**src/rtl/rc_pkg.sv**
```systemverilog
package rc_pkg;

    typedef enum logic [1:0] {
        MODE_FREE   = 2'b00,
        MODE_START  = 2'b01,
        MODE_END    = 2'b10,
        MODE_WINDOW = 2'b11
    } rc_mode_e;

    typedef enum logic [2:0] {
        ACT_CLEAR,
        ACT_LOAD,
        ACT_HOLD,
        ACT_STEP,
        ACT_RESTART,
        ACT_WRAP
    } rc_act_e;

endpackage

```
**src/rtl/rc_toggle_counter.sv**
```systemverilog
module rc_toggle_counter #(
    parameter int WIDTH = 4
) (
    input  logic             clk,
    input  logic             sync_clr,
    input  logic             sync_ld,
    input  logic             cnt_en,
    input  logic [WIDTH-1:0] ld_val,
    output logic [WIDTH-1:0] q,
    output logic             term
);

    logic [WIDTH-1:0] tog;

    // bit i flips when enabled and all lower bits are one
    genvar i;
    generate
        for (i = 0; i < WIDTH; i++) begin : g_tog
            if (i == 0) begin : g_lsb
                assign tog[i] = cnt_en;
            end else begin : g_upper
                assign tog[i] = cnt_en & (&q[i-1:0]);
            end
        end
    endgenerate

    always_ff @(posedge clk) begin
        if (sync_clr) begin
            q <= '0;
        end else if (sync_ld) begin
            q <= ld_val;
        end else begin
            q <= q ^ tog;
        end
    end

    assign term = &q;

endmodule

```
**src/rtl/rc_range_ctrl.sv**
```systemverilog
module rc_range_ctrl
    import rc_pkg::*;
#(
    parameter int WIDTH = 4
) (
    input  rc_mode_e         mode,
    input  logic             clr,
    input  logic             ld,
    input  logic             en,
    input  logic [WIDTH-1:0] din,
    input  logic [WIDTH-1:0] start_val,
    input  logic [WIDTH-1:0] end_val,
    input  logic [WIDTH-1:0] q,
    input  logic             term,
    output logic             do_clr,
    output logic             do_ld,
    output logic             do_cnt,
    output logic [WIDTH-1:0] ld_val
);

    rc_act_e act;
    logic    end_hit;

    assign end_hit = (q == end_val);

    // action selection: clear > load > hold > mode-specific
    always_comb begin
        if (clr) begin
            act = ACT_CLEAR;
        end else if (ld) begin
            act = ACT_LOAD;
        end else if (!en) begin
            act = ACT_HOLD;
        end else begin
            unique case (mode)
                MODE_FREE:   act = ACT_STEP;
                MODE_START:  act = term    ? ACT_RESTART : ACT_STEP;
                MODE_END:    act = end_hit ? ACT_WRAP    : ACT_STEP;
                MODE_WINDOW: act = end_hit ? ACT_RESTART : ACT_STEP;
            endcase
        end
    end

    // action to counter controls
    always_comb begin
        do_clr = 1'b0;
        do_ld  = 1'b0;
        do_cnt = 1'b0;
        ld_val = din;
        unique case (act)
            ACT_CLEAR:   do_clr = 1'b1;
            ACT_LOAD:    do_ld  = 1'b1;
            ACT_HOLD:    do_cnt = 1'b0;
            ACT_STEP:    do_cnt = 1'b1;
            ACT_RESTART: begin
                do_ld  = 1'b1;
                ld_val = start_val;
            end
            ACT_WRAP:    do_clr = 1'b1;
            default:     do_cnt = 1'b0;
        endcase
    end

endmodule

```
**src/rtl/rc_range_counter.sv**
```systemverilog
module rc_range_counter
    import rc_pkg::*;
#(
    parameter int WIDTH = 4
) (
    input  logic             clk,
    input  logic             clr,
    input  logic             ld,
    input  logic             en,
    input  logic [1:0]       mode,
    input  logic [WIDTH-1:0] din,
    input  logic [WIDTH-1:0] start_val,
    input  logic [WIDTH-1:0] end_val,
    output logic [WIDTH-1:0] count,
    output logic             carry,
    output logic             casc_en
);

    logic             do_clr;
    logic             do_ld;
    logic             do_cnt;
    logic [WIDTH-1:0] ld_val;
    logic             term;

    rc_range_ctrl #(.WIDTH(WIDTH)) u_ctrl (
        .mode      (rc_mode_e'(mode)),
        .clr       (clr),
        .ld        (ld),
        .en        (en),
        .din       (din),
        .start_val (start_val),
        .end_val   (end_val),
        .q         (count),
        .term      (term),
        .do_clr    (do_clr),
        .do_ld     (do_ld),
        .do_cnt    (do_cnt),
        .ld_val    (ld_val)
    );

    rc_toggle_counter #(.WIDTH(WIDTH)) u_cnt (
        .clk      (clk),
        .sync_clr (do_clr),
        .sync_ld  (do_ld),
        .cnt_en   (do_cnt),
        .ld_val   (ld_val),
        .q        (count),
        .term     (term)
    );

    assign carry   = term;
    assign casc_en = term & en;

endmodule

```
**config.mk**
```make
export PLATFORM = sky130hd
export DESIGN_NAME = rc_range_counter
export DESIGN_NICKNAME = d
export VERILOG_FILES = /design/src/rtl/rc_pkg.sv /design/src/rtl/rc_toggle_counter.sv /design/src/rtl/rc_range_ctrl.sv /design/src/rtl/rc_range_counter.sv
export SDC_FILE = /design/constraint.sdc
export NUM_CORES = 1
export LEC_CHECK = 0
export ABC_AREA = 0
export BUFFER_PORTS_ARGS = -buffer_cell sky130_fd_sc_hd__buf_4
export CAP_MARGIN = 20
export CORE_AREA = 3 3 40 42
export DETAILED_ROUTE_END_ITERATION = 10
export DIE_AREA = 0 0 43 45
export GPL_ROUTABILITY_DRIVEN = 0
export PLACE_DENSITY = 0.55
export SLEW_MARGIN = 20
export SYNTH_ARGS = -nofsm -noshare
export SYNTH_HDL_FRONTEND = slang
export SYNTH_HIERARCHICAL = 1
export SYNTH_SLANG_ARGS = --single-unit
```
**constraint.sdc**
```tcl
create_clock -name clk -period 2 [get_ports clk]
set_clock_uncertainty 0.2 [all_clocks]
set_input_delay 0.1 -clock clk [delete_from_list [all_inputs] [get_ports clk]]
set_output_delay 0.1 -clock clk [all_outputs]
set_load 0.01 [all_outputs]
```
==> implementation parameters, run 1 <==
Parameter                              Value

Clocking
  Number of buffers created by CTS    3
  Clock-pin transition on the worst setup and hold timing paths    around 40 ps
  Later-pin clock latency in the skew report    around 240 ps
  Number of buffers on the longest clock path    2
  CTS Root Cell    sky130_fd_sc_hd__clkbuf_4
  Level count of the clock H-tree    1
  Clock Sinks    4
  Hold_buf cts    0
  TritonCTS clock tree    done

Detailed routing
  DR pass1 iterations    2
  Routed len/inst    around 12 microns
  Total via count after detailed routing    442
  Number of nets with antenna violations after detailed routing    0
  DRC violation count after routing    0
  Wirelength, routed    approximately 1.1 mm
  Initial DRC count    5
  Via density per instance    4.97

Cells and area
  Max FFs per register    4
  Count of nets after finishing    95
  Fraction of layout instances using a drive strength above 1    0.649
  Largest registers    u_cnt/q x4
  Area added between synthesis and finish    67.3%
  Area of all placed cells without fillers    around 670 sq um
  Register with the most flip-flops    u_cnt/q
  Non-filler instance count after layout    89
  Count of inserted antenna diode cells    0

Synthesis
  Cell Area, Synth    between 400 and 500 sq um
  Mapped Nets    62
  Post-synthesis mux area share    0.162
  Yosys reg bits    4
  Adder and majority gate portion of the synthesized area    0.0312
  Area share of xor/xnor cells in the synthesized design    0.131
  Compound-cell area share of the yosys netlist    0.171
  Largest family of logic cells by synthesized area    simple AND/OR/NAND/NOR gates
  Syn Area/Cell    approximately 9.3 sq um
  Number of distinct standard cells referenced by the synthesized netlist    25
  Ys Warns    6
  Simple logic cell fraction of the synthesized area    0.283
  Register area share after synthesis    0.199
  Cell count after synthesis    43

Placement
  Total half-perimeter wirelength after legalization and detailed placement    about 920 microns
  Count of buffers from port buffering    23
  Placed instance area    633 sq um
  Post-Place Cells    86

Timing
  Post-route minimum period    approximately 1900 ps
  Hold slack final    44.7 ps
  Slew at the pin closest to its max-slew limit    316 ps
  Final-report hold violation count    0
  Final setup fails    0
  Setup TNS after final layout    0 ps
  Setup repair after global routing missed its margin    no
  Highest clock rate    0.528 GHz
  Relative slew slack    0.790
  Number of max-slew violations in the final report    0
  Period Utilization, post-route    0.946

Setup path
  Reg-to-Reg End    u_cnt/q[2]
  Startpoint of the lowest-slack register-to-register path    u_cnt/q[3]
  Total buffers and inverters traversed by the critical path    0
  Worst setup path class    reg -> reg
  Slowest stage delay, CP    380 ps
  Cells on worst reg2reg path    6
  CP Data Required Time    between 1500 and 2000 ps
  Launching instance or port of the critical path    u_cnt/q[3]
  Worst setup EP type    flip-flop
  Slowest cell on the critical path    sky130_fd_sc_hd__o31ai_4
  Element type at the critical path start    flip-flop
  Crit-path leading delay family    compound AO/OA/AOI/OAI gates
  Cell chain of the critical path    xnor2_1, nand3_2, o31ai_4, mux2_2, nor2b_1, nor3_2
  Max Fanout on Critical Path    4
  Arrival time at the worst endpoint    between 1500 and 2000 ps
  Setup slack of the most critical reg-to-reg path    around 110 ps

Hold path
  Start point of the worst min-delay path    din[0]
  Number of cells on the worst hold path    4
  Class of the tightest hold or removal check    in -> reg
  Worst Hold End    u_cnt/q[0]

Floorplan
  Die Span X    between 40 and 50 microns
  Number of top-level pins    24
  Initial core utilization    0.313
  Num rows    13
  Height of the die    45 microns
  Die Area    1940 sq um
  Core area    approximately 1300 sq um

Pwr
  Power density over the cells    approximately 440 nW/um^2
  Leak    approximately 0.32 nW
  Worst voltage drop across the vdd grid    about 0.35 mV

Global route
  Maximum number of pins on one net before global-route repair    7
  Wire length of the first global-routing pass    1.81 mm
  Initial antenna violation count    0
  Overflow after GRT    0
  Vias in the first global route    440
  Overall track demand over capacity in global routing    0.130

Run status
  Result of the run    completed

Flow run
  # Max-Cap Violations    0
## area by class of cell
type	instances	area, sq um
timing repair buffer	29	218
fill	135	613
sequential	4	85.1
multi-input combinational	37	324
tap	15	18.8
clock buffer	3	22.5
inverter	1	3.75
## layer usage
layer | global-route usage | vias up | routed length (microns)
li1 | - | 220 | -
met1 | 0.139 | 201 | 454
met2 | 0.228 | 17 | 551
met3 | 0.0279 | 4 | 74
met4 | 0.0904 | 0 | 27
met5 | 0 | - | 0
## stage by stage
step	util	power [mW]	setup WS (ps)
6_report	0.523	0.297	107
4_1_cts	0.510	0.302	46.0
5_1_grt	0.523	0.319	2.76
2_1_floorplan	-	0.139	2.36
3_3_place_gp	0.493	0.193	70.2
3_5_place_dp	0.493	0.194	58.9
## Yosys cell counts
cell type                  instances  area [sq um]
sky130_fd_sc_hd__and4_2            1          10.0
sky130_fd_sc_hd__nor3b_2           1          12.5
sky130_fd_sc_hd__clkbuf_2          1          5.00
sky130_fd_sc_hd__a21o_1            1          7.51
sky130_fd_sc_hd__mux2i_1           2          20.0
sky130_fd_sc_hd__a31o_1            1          8.76
sky130_fd_sc_hd__inv_1             1          3.75
sky130_fd_sc_hd__nor2b_1           1          6.26
sky130_fd_sc_hd__and3b_1           1          8.76
sky130_fd_sc_hd__nor3_2            1          10.0
sky130_fd_sc_hd__dfxtp_1           4          80.1
sky130_fd_sc_hd__nand4_2           1          12.5
sky130_fd_sc_hd__o21a_1            1          7.51
sky130_fd_sc_hd__nand3_2           1          10.0
sky130_fd_sc_hd__nor2_1            3          11.3
sky130_fd_sc_hd__ha_1              1          12.5
sky130_fd_sc_hd__nand2_1           3          11.3
sky130_fd_sc_hd__xor2_1            1          8.76
sky130_fd_sc_hd__mux2_2            4          45.0
sky130_fd_sc_hd__and2_1            1          6.26
sky130_fd_sc_hd__nor3b_1           2          15.0
sky130_fd_sc_hd__o32ai_1           1          8.76
sky130_fd_sc_hd__a21oi_1           3          15.0
sky130_fd_sc_hd__o31ai_4           1          21.3
sky130_fd_sc_hd__xnor2_1           5          43.8
## timing repair
item	CTS	global route
resized for setup	0	8
buffers inserted	0	0
endpoints found under the setup margin	0	4
## cell usage in the layout (no fill, tap or decap), drive strengths merged
cell type,Yosys,final
inv,1,1
o21a,1,1
a21oi,3,3
nor2,3,3
o31ai,1,1
buf,0,29
mux2i,2,2
and3b,1,1
and2,1,1
xor2,1,1
dfxtp,4,4
nor3,1,1
o32ai,1,1
ha,1,1
nand4,1,1
a21o,1,1
nor2b,1,1
clkbuf,1,3
a31o,1,1
nand2,3,3
nor3b,3,3
mux2,4,4
xnor2,5,5
nand3,1,1
and4,1,1
## power by group
part	leakage, nW	switching [mW]	internal [mW]	total [mW]
Sequential	0.0344	0.00597	0.0872	0.0932
Combinational	0.272	0.0411	0.0606	0.102
Clock	0.0138	0.0350	0.0673	0.102
Total	0.321	0.0820	0.215	0.297
## how the worst max path moves through the flow
stage | end | slack (ps) | depth (start not counted)
floorplan | u_cnt/q[3] | 2 | 8
global placement | u_cnt/q[2] | 70 | 7
detailed placement | u_cnt/q[3] | 60 | 8
CTS | u_cnt/q[2] | 50 | 7
global route | u_cnt/q[2] | 3 | 6
finish | u_cnt/q[2] | 110 | 6
## cell families after synthesis
group,after synthesis
flops,4
xor+xnor,6
compound gates,8
buf+inv,2
simple gates,16
fa+ha+maj,1
mux,6
## worst min-delay path, cell delays in order
cell	delay, ps
sky130_fd_sc_hd__buf_4	70
sky130_fd_sc_hd__mux2_2	130
sky130_fd_sc_hd__mux2i_1	60
sky130_fd_sc_hd__nor2_1	80
Note: power is estimated with default switching activity, not from simulation.
==> inputs of run 2 (changes only) <==
- CORE_AREA: 3 3 40 42 -> 2 2 39 41
- DIE_AREA: 0 0 43 45 -> 0 0 41 43
- RECOVER_POWER: default -> 100
==> implementation parameters, run 2 (synthesized netlist as in run 1, its figures left out) <==
Parameter                              Value

Run status
  Result of the run    completed

Pwr
  Seq pwr share    0.316 (+0.002)
  Combinational group share of total power    0.343 (about the same)
  Worst voltage drop across the vdd grid    0.341 mV (-1.9%)
  Power density over the cells    444 nW/um^2 (+0.38%)
  Part of the power in the clock network    0.341 (-0.003)
  Switching power total    0.0786 mW (-4.2%)
  Internal power consumption    0.214 mW (-0.47%)
  Design Power    0.293 mW (-1.5%)
  Switching power as a share of total power    0.269 (-0.00749)
  Leak    0.307 nW (-4.2%)

Floorplan
  Height of the die    43 microns (-4.4%)
  Core area    1380 sq um (+7.7%)
  Num rows    14 (+1)
  Number of top-level pins    24 (unchanged)
  Die Area    1760 sq um (-8.9%)
  Die Span X    41 microns (-4.7%)
  Initial core utilization    0.290 (-0.0223)

Clocking
  Clock-pin transition on the worst setup and hold timing paths    40 ps (about the same)
  TritonCTS clock tree    done
  Number of buffers on the longest clock path    2 (unchanged)
  Later-pin clock latency in the skew report    230 ps (about the same)
  Clock Sinks    4 (unchanged)
  CTS Root Cell    sky130_fd_sc_hd__clkbuf_4
  Number of buffers created by CTS    3 (unchanged)
  Hold_buf cts    0 (unchanged)
  Level count of the clock H-tree    1 (unchanged)

Global route
  Initial antenna violation count    0 (unchanged)
  Overflow after GRT    0 (unchanged)
  Overall track demand over capacity in global routing    0.136 (+0.00587)
  Maximum number of pins on one net before global-route repair    7 (unchanged)
  Wire length of the first global-routing pass    1.63 mm (-10%)
  Vias in the first global route    406 (-7.7%)

Setup path
  Startpoint of the lowest-slack register-to-register path    u_cnt/q[2]
  Launching instance or port of the critical path    u_cnt/q[2]
  Arrival time at the worst endpoint    1800 ps (about the same)
  Worst setup EP type    flip-flop
  Reg-to-Reg End    u_cnt/q[0]
  Element type at the critical path start    flip-flop
  Cells on worst reg2reg path    7 (+1)
  Max Fanout on Critical Path    4 (unchanged)
  Setup slack of the most critical reg-to-reg path    120 ps (about the same)
  Worst setup path class    reg -> reg
  CP Data Required Time    1920 ps (about the same)
  Setup crit end    u_cnt/q[0]

Detailed routing
  Initial DRC count    4 (-1)
  Routed len/inst    10.9 microns (-13%)
  WL met2    493 microns (-11%)
  DR pass1 iterations    2 (unchanged)
  Total via count after detailed routing    424 (-4.1%)
  Length of routed met3 wiring    93 microns (+26%)
  Wirelength, routed    979 microns (-12%)
  Via density per instance    4.71 (-5.1%)
  Number of nets with antenna violations after detailed routing    0 (unchanged)
  DRC violation count after routing    0 (unchanged)
  Uppermost signal routing layer after detailed routing    met3
  Met1 WL    392 microns (-14%)

Cells and area
  Largest registers    u_cnt/q x4
  Count of inserted antenna diode cells    0 (unchanged)
  Combined flip-flop and latch cell area    85.1 sq um (unchanged)
  Area of combinational cells with multiple inputs    314 sq um (-3.1%)
  Count of nets after finishing    95 (unchanged)
  Most common library cell in the layout ignoring fill and taps    sky130_fd_sc_hd__buf_4
  Area added between synthesis and finish    64.2%
  Fraction of layout instances using a drive strength above 1    0.622 (-0.0270)
  # fillers    150 (+11%)
  Max FFs per register    4 (unchanged)
  Register with the most flip-flops    u_cnt/q
  Commonest cells after routing, fill and taps aside    sky130_fd_sc_hd__buf_4, sky130_fd_sc_hd__xnor2_1, sky130_fd_sc_hd__dfxtp_2, sky130_fd_sc_hd__mux2_2
  Final design utilization    0.476 (-0.0464)

Timing
  Hold slack final    28.8 ps (-16.0 ps)
  Period Utilization, post-route    0.941 (-0.00527)
  Slew at the pin closest to its max-slew limit    277 ps (-39.0 ps)
  Relative slew slack    0.816 (+0.0260)
  Post-route minimum period    1880 ps (-10.5 ps)
  Final-report hold violation count    0 (unchanged)
  Setup repair after global routing missed its margin    no
  Number of max-slew violations in the final report    0 (unchanged)
  Final setup fails    0 (unchanged)
  Setup TNS after final layout    0 ps (unchanged)
  Worst setup margin    118 ps (+10.5 ps)
  Highest clock rate    0.531 GHz (+0.56%)

Flow run
  # Max-Cap Violations    0 (unchanged)

Hold path
  Class of the tightest hold or removal check    in -> reg
  Start point of the worst min-delay path    clr

Placement
  Count of buffers from port buffering    23 (unchanged)
  Total half-perimeter wirelength after legalization and detailed placement    808 microns (-12%)
  Post-placement worst setup slack    70.7 ps (+11.8 ps)
## run 2: changes by cell type in the layout (fill, tap and decap cells not counted)
| cell | before | now |
|---|---|---|
| sky130_fd_sc_hd__and2_0 | 0 | 1 |
| sky130_fd_sc_hd__and2_1 | 1 | 0 |
| sky130_fd_sc_hd__and4_2 | 0 | 1 |
| sky130_fd_sc_hd__and4_4 | 1 | 0 |
| sky130_fd_sc_hd__buf_4 | 29 | 28 |
| sky130_fd_sc_hd__clkbuf_1 | 0 | 1 |
| sky130_fd_sc_hd__mux2_2 | 3 | 4 |
| sky130_fd_sc_hd__mux2_4 | 1 | 0 |
| sky130_fd_sc_hd__nor3b_1 | 1 | 2 |
| sky130_fd_sc_hd__nor3b_2 | 2 | 1 |
## run 2: through the flow
step,cells,cell area [sq um]
6_report,90,659
5_1_grt,90,659
4_1_cts,90,657
3_5_place_dp,87,634
3_3_place_gp,87,634
2_1_floorplan,43,402
## run 2: what timing repair did
item                                    in CTS  in global routing
endpoints found under the setup margin       0                  4
hold endpoints to repair                     0                  0
buffers inserted                             0                  0
resized for setup                            0                  5
## run 2: how the worst min path moves through the flow
stage	to	slack [ps]	cells after the start
floorplan	u_cnt/q[2]	120	2
global placement	u_cnt/q[2]	270	4
detailed placement	u_cnt/q[2]	280	4
CTS	u_cnt/q[2]	30	4
global route	u_cnt/q[2]	50	4
finish	u_cnt/q[2]	30	3
## run 2: worst max-delay path, stage by stage, from the launching register on
cell	delay [ps]
sky130_fd_sc_hd__dfxtp_2	340
sky130_fd_sc_hd__and4_2	240
sky130_fd_sc_hd__and3b_2	220
sky130_fd_sc_hd__nand2_1	90
sky130_fd_sc_hd__o31ai_4	100
sky130_fd_sc_hd__mux2_2	370
sky130_fd_sc_hd__mux2i_1	150
sky130_fd_sc_hd__nor2_1	60
## run 2: routing by layer
| metal | up-vias | GRT usage |
|---|---|---|
| met5 | - | 0 |
| met3 | 0 | 0.0681 |
| met1 | 187 | 0.167 |
| li1 | 220 | - |
| met4 | 0 | 0.0400 |
| met2 | 17 | 0.200 |
## run 2: power groups by stage
stage,Combinational [mW],Sequential (mW),Clock (mW)
floorplan,0.0412,0.0977,0
global placement,0.101,0.0927,0
detailed placement,0.101,0.0924,0
CTS,0.102,0.0912,0.104
global route,0.110,0.0936,0.115
finish,0.100,0.0924,0.0999
## run 2: final cells by class
type / count / area share
clock buffers: 3 / 0.0342
multi-input cells: 37 / 0.476
repair buffers: 29 / 0.324
flip-flops and latches: 4 / 0.129
inverters: 1 / 0.00569
well taps: 16 / 0.0304
==> inputs of run 3 (changes only) <==
- RECOVER_POWER: 100 -> 25
==> implementation parameters, run 3 (synthesized netlist as in run 1, its figures left out) <==
Parameter                              Value

Setup path
  Total buffers and inverters traversed by the critical path    0 (unchanged)
  Element type at the critical path start    flip-flop
  Arrival time at the worst endpoint    1800 ps (about the same)
  Launching instance or port of the critical path    u_cnt/q[2]
  CP Data Required Time    1920 ps (about the same)
  Startpoint of the lowest-slack register-to-register path    u_cnt/q[2]
  Worst setup path class    reg -> reg
  Crit-path leading delay family    simple AND/OR/NAND/NOR gates
  Max Fanout on Critical Path    4 (unchanged)
  Slowest stage delay, CP    370 ps (about the same)
  Slowest cell on the critical path    sky130_fd_sc_hd__mux2_2
  Cell chain of the critical path    and4_2, and3b_2, nand2_1, o31ai_4, mux2_2, mux2i_1, nor2_1
  Worst setup EP type    flip-flop

Cells and area
  Commonest cells after routing, fill and taps aside    sky130_fd_sc_hd__buf_4, sky130_fd_sc_hd__xnor2_1, sky130_fd_sc_hd__dfxtp_2, sky130_fd_sc_hd__mux2_2
  Count of inserted antenna diode cells    0 (unchanged)
  Fraction of layout instances using a drive strength above 1    0.635 (+0.0135)
  Non-filler instance count after layout    90 (unchanged)
  Area added between synthesis and finish    65.1%
  Register with the most flip-flops    u_cnt/q
  Count of nets after finishing    95 (unchanged)
  Most common library cell in the layout ignoring fill and taps    sky130_fd_sc_hd__buf_4
  Max FFs per register    4 (unchanged)
  Largest registers    u_cnt/q x4

Clocking
  Number of buffers on the longest clock path    2 (unchanged)
  Clock-pin transition on the worst setup and hold timing paths    40 ps (about the same)
  TritonCTS clock tree    done
  Number of buffers created by CTS    3 (unchanged)
  Level count of the clock H-tree    1 (unchanged)
  Later-pin clock latency in the skew report    230 ps (about the same)
  CTS Root Cell    sky130_fd_sc_hd__clkbuf_4
  Clock Sinks    4 (unchanged)

Floorplan
  Core area    1380 sq um (unchanged)
  Number of top-level pins    24 (unchanged)
  Height of the die    43 microns (unchanged)
  Initial core utilization    0.290 (unchanged)
  Die Span X    41 microns (unchanged)
  Die Area    1760 sq um (unchanged)
  Num rows    14 (unchanged)

Timing
  Relative slew slack    0.816 (unchanged)
  Setup repair after global routing missed its margin    no
  Final-report hold violation count    0 (unchanged)
  Number of max-slew violations in the final report    0 (unchanged)
  Final setup fails    0 (unchanged)
  Slew at the pin closest to its max-slew limit    277 ps (unchanged)
  Period Utilization, post-route    0.941 (about the same)
  Setup TNS after final layout    0 ps (unchanged)
  Highest clock rate    0.531 GHz (about the same)
  Hold slack final    28.8 ps (unchanged)
  Post-route minimum period    1880 ps (+0.425 ps)

Global route
  Vias in the first global route    406 (unchanged)
  Initial antenna violation count    0 (unchanged)
  Maximum number of pins on one net before global-route repair    7 (unchanged)
  Wire length of the first global-routing pass    1.63 mm (unchanged)
  Overall track demand over capacity in global routing    0.136 (unchanged)
  Overflow after GRT    0 (unchanged)

Hold path
  Start point of the worst min-delay path    clr
  Class of the tightest hold or removal check    in -> reg

Pwr
  Leak    0.312 nW (+1.7%)
  Design Power    0.293 mW (about the same)
  Worst voltage drop across the vdd grid    0.342 mV (about the same)
  Power density over the cells    441 nW/um^2 (-0.57%)

Detailed routing
  Routed len/inst    10.8 microns (-0.31%)
  Number of nets with antenna violations after detailed routing    0 (unchanged)
  Via density per instance    4.71 (unchanged)
  Wirelength, routed    976 microns (-0.31%)
  DR pass1 iterations    2 (unchanged)
  DRC violation count after routing    0 (unchanged)
  Initial DRC count    4 (unchanged)
  Total via count after detailed routing    424 (unchanged)

Run status
  Result of the run    completed

Placement
  Count of buffers from port buffering    23 (unchanged)
  Post-Place Cells    87 (unchanged)
  Total half-perimeter wirelength after legalization and detailed placement    808 microns (unchanged)

Flow run
  # Max-Cap Violations    0 (unchanged)
## run 3: timing repair
item | in CTS | in global routing
gates resized for setup | 0 | 5
hold buffers | 0 | 0
buffers inserted | 0 | 0
endpoints found under the hold margin | 0 | 0
endpoints found under the setup margin | 0 | 4
## run 3: where the power goes
group	total (mW)	internal [mW]	switching [mW]
sequential	0.0924	0.0872	0.00520
combinational	0.100	0.0598	0.0406
clock	0.0999	0.0671	0.0328
## run 3: cell type report
cell class                 count  area [sq um]
multi-input combinational     37           314
tap                           16          20.0
inverter                       1          3.75
fill                         148           721
sequential                     4          85.1
clock buffer                   3          22.5
timing repair buffer          29           218
## run 3: metrics by stage
stage,utilization,area [sq um],setup WS [ps]
3_5_place_dp,0.458,634,70.7
5_1_grt,0.479,663,10.0
3_3_place_gp,0.458,634,69.3
4_1_cts,0.475,657,45.3
6_report,0.479,663,117
2_1_floorplan,-,402,2.36
## run 3: path summary, 6_finish.rpt
path                      to  slack (ps)  depth (start not counted)
setup / recovery  u_cnt/q[0]         120                          7
hold / removal    u_cnt/q[2]          30                          3
setup reg to reg  u_cnt/q[0]         120                          7
hold reg to reg   u_cnt/q[3]         480                          3
## run 3: worst register-to-register path, stage by stage, from the launching register on
cell,delay [ps]
sky130_fd_sc_hd__dfxtp_2,340
sky130_fd_sc_hd__and4_2,240
sky130_fd_sc_hd__and3b_2,220
sky130_fd_sc_hd__nand2_1,90
sky130_fd_sc_hd__o31ai_4,100
sky130_fd_sc_hd__mux2_2,370
sky130_fd_sc_hd__mux2i_1,150
sky130_fd_sc_hd__nor2_1,60
## run 3: routing by layer
layer / track usage / vias to the layer above / wire [microns]
met3: 0.0681 / 0 / 91
met5: 0 / - / 0
met4: 0.0400 / 0 / 0
li1: - / 220 / -
met2: 0.200 / 17 / 493
met1: 0.167 / 187 / 391
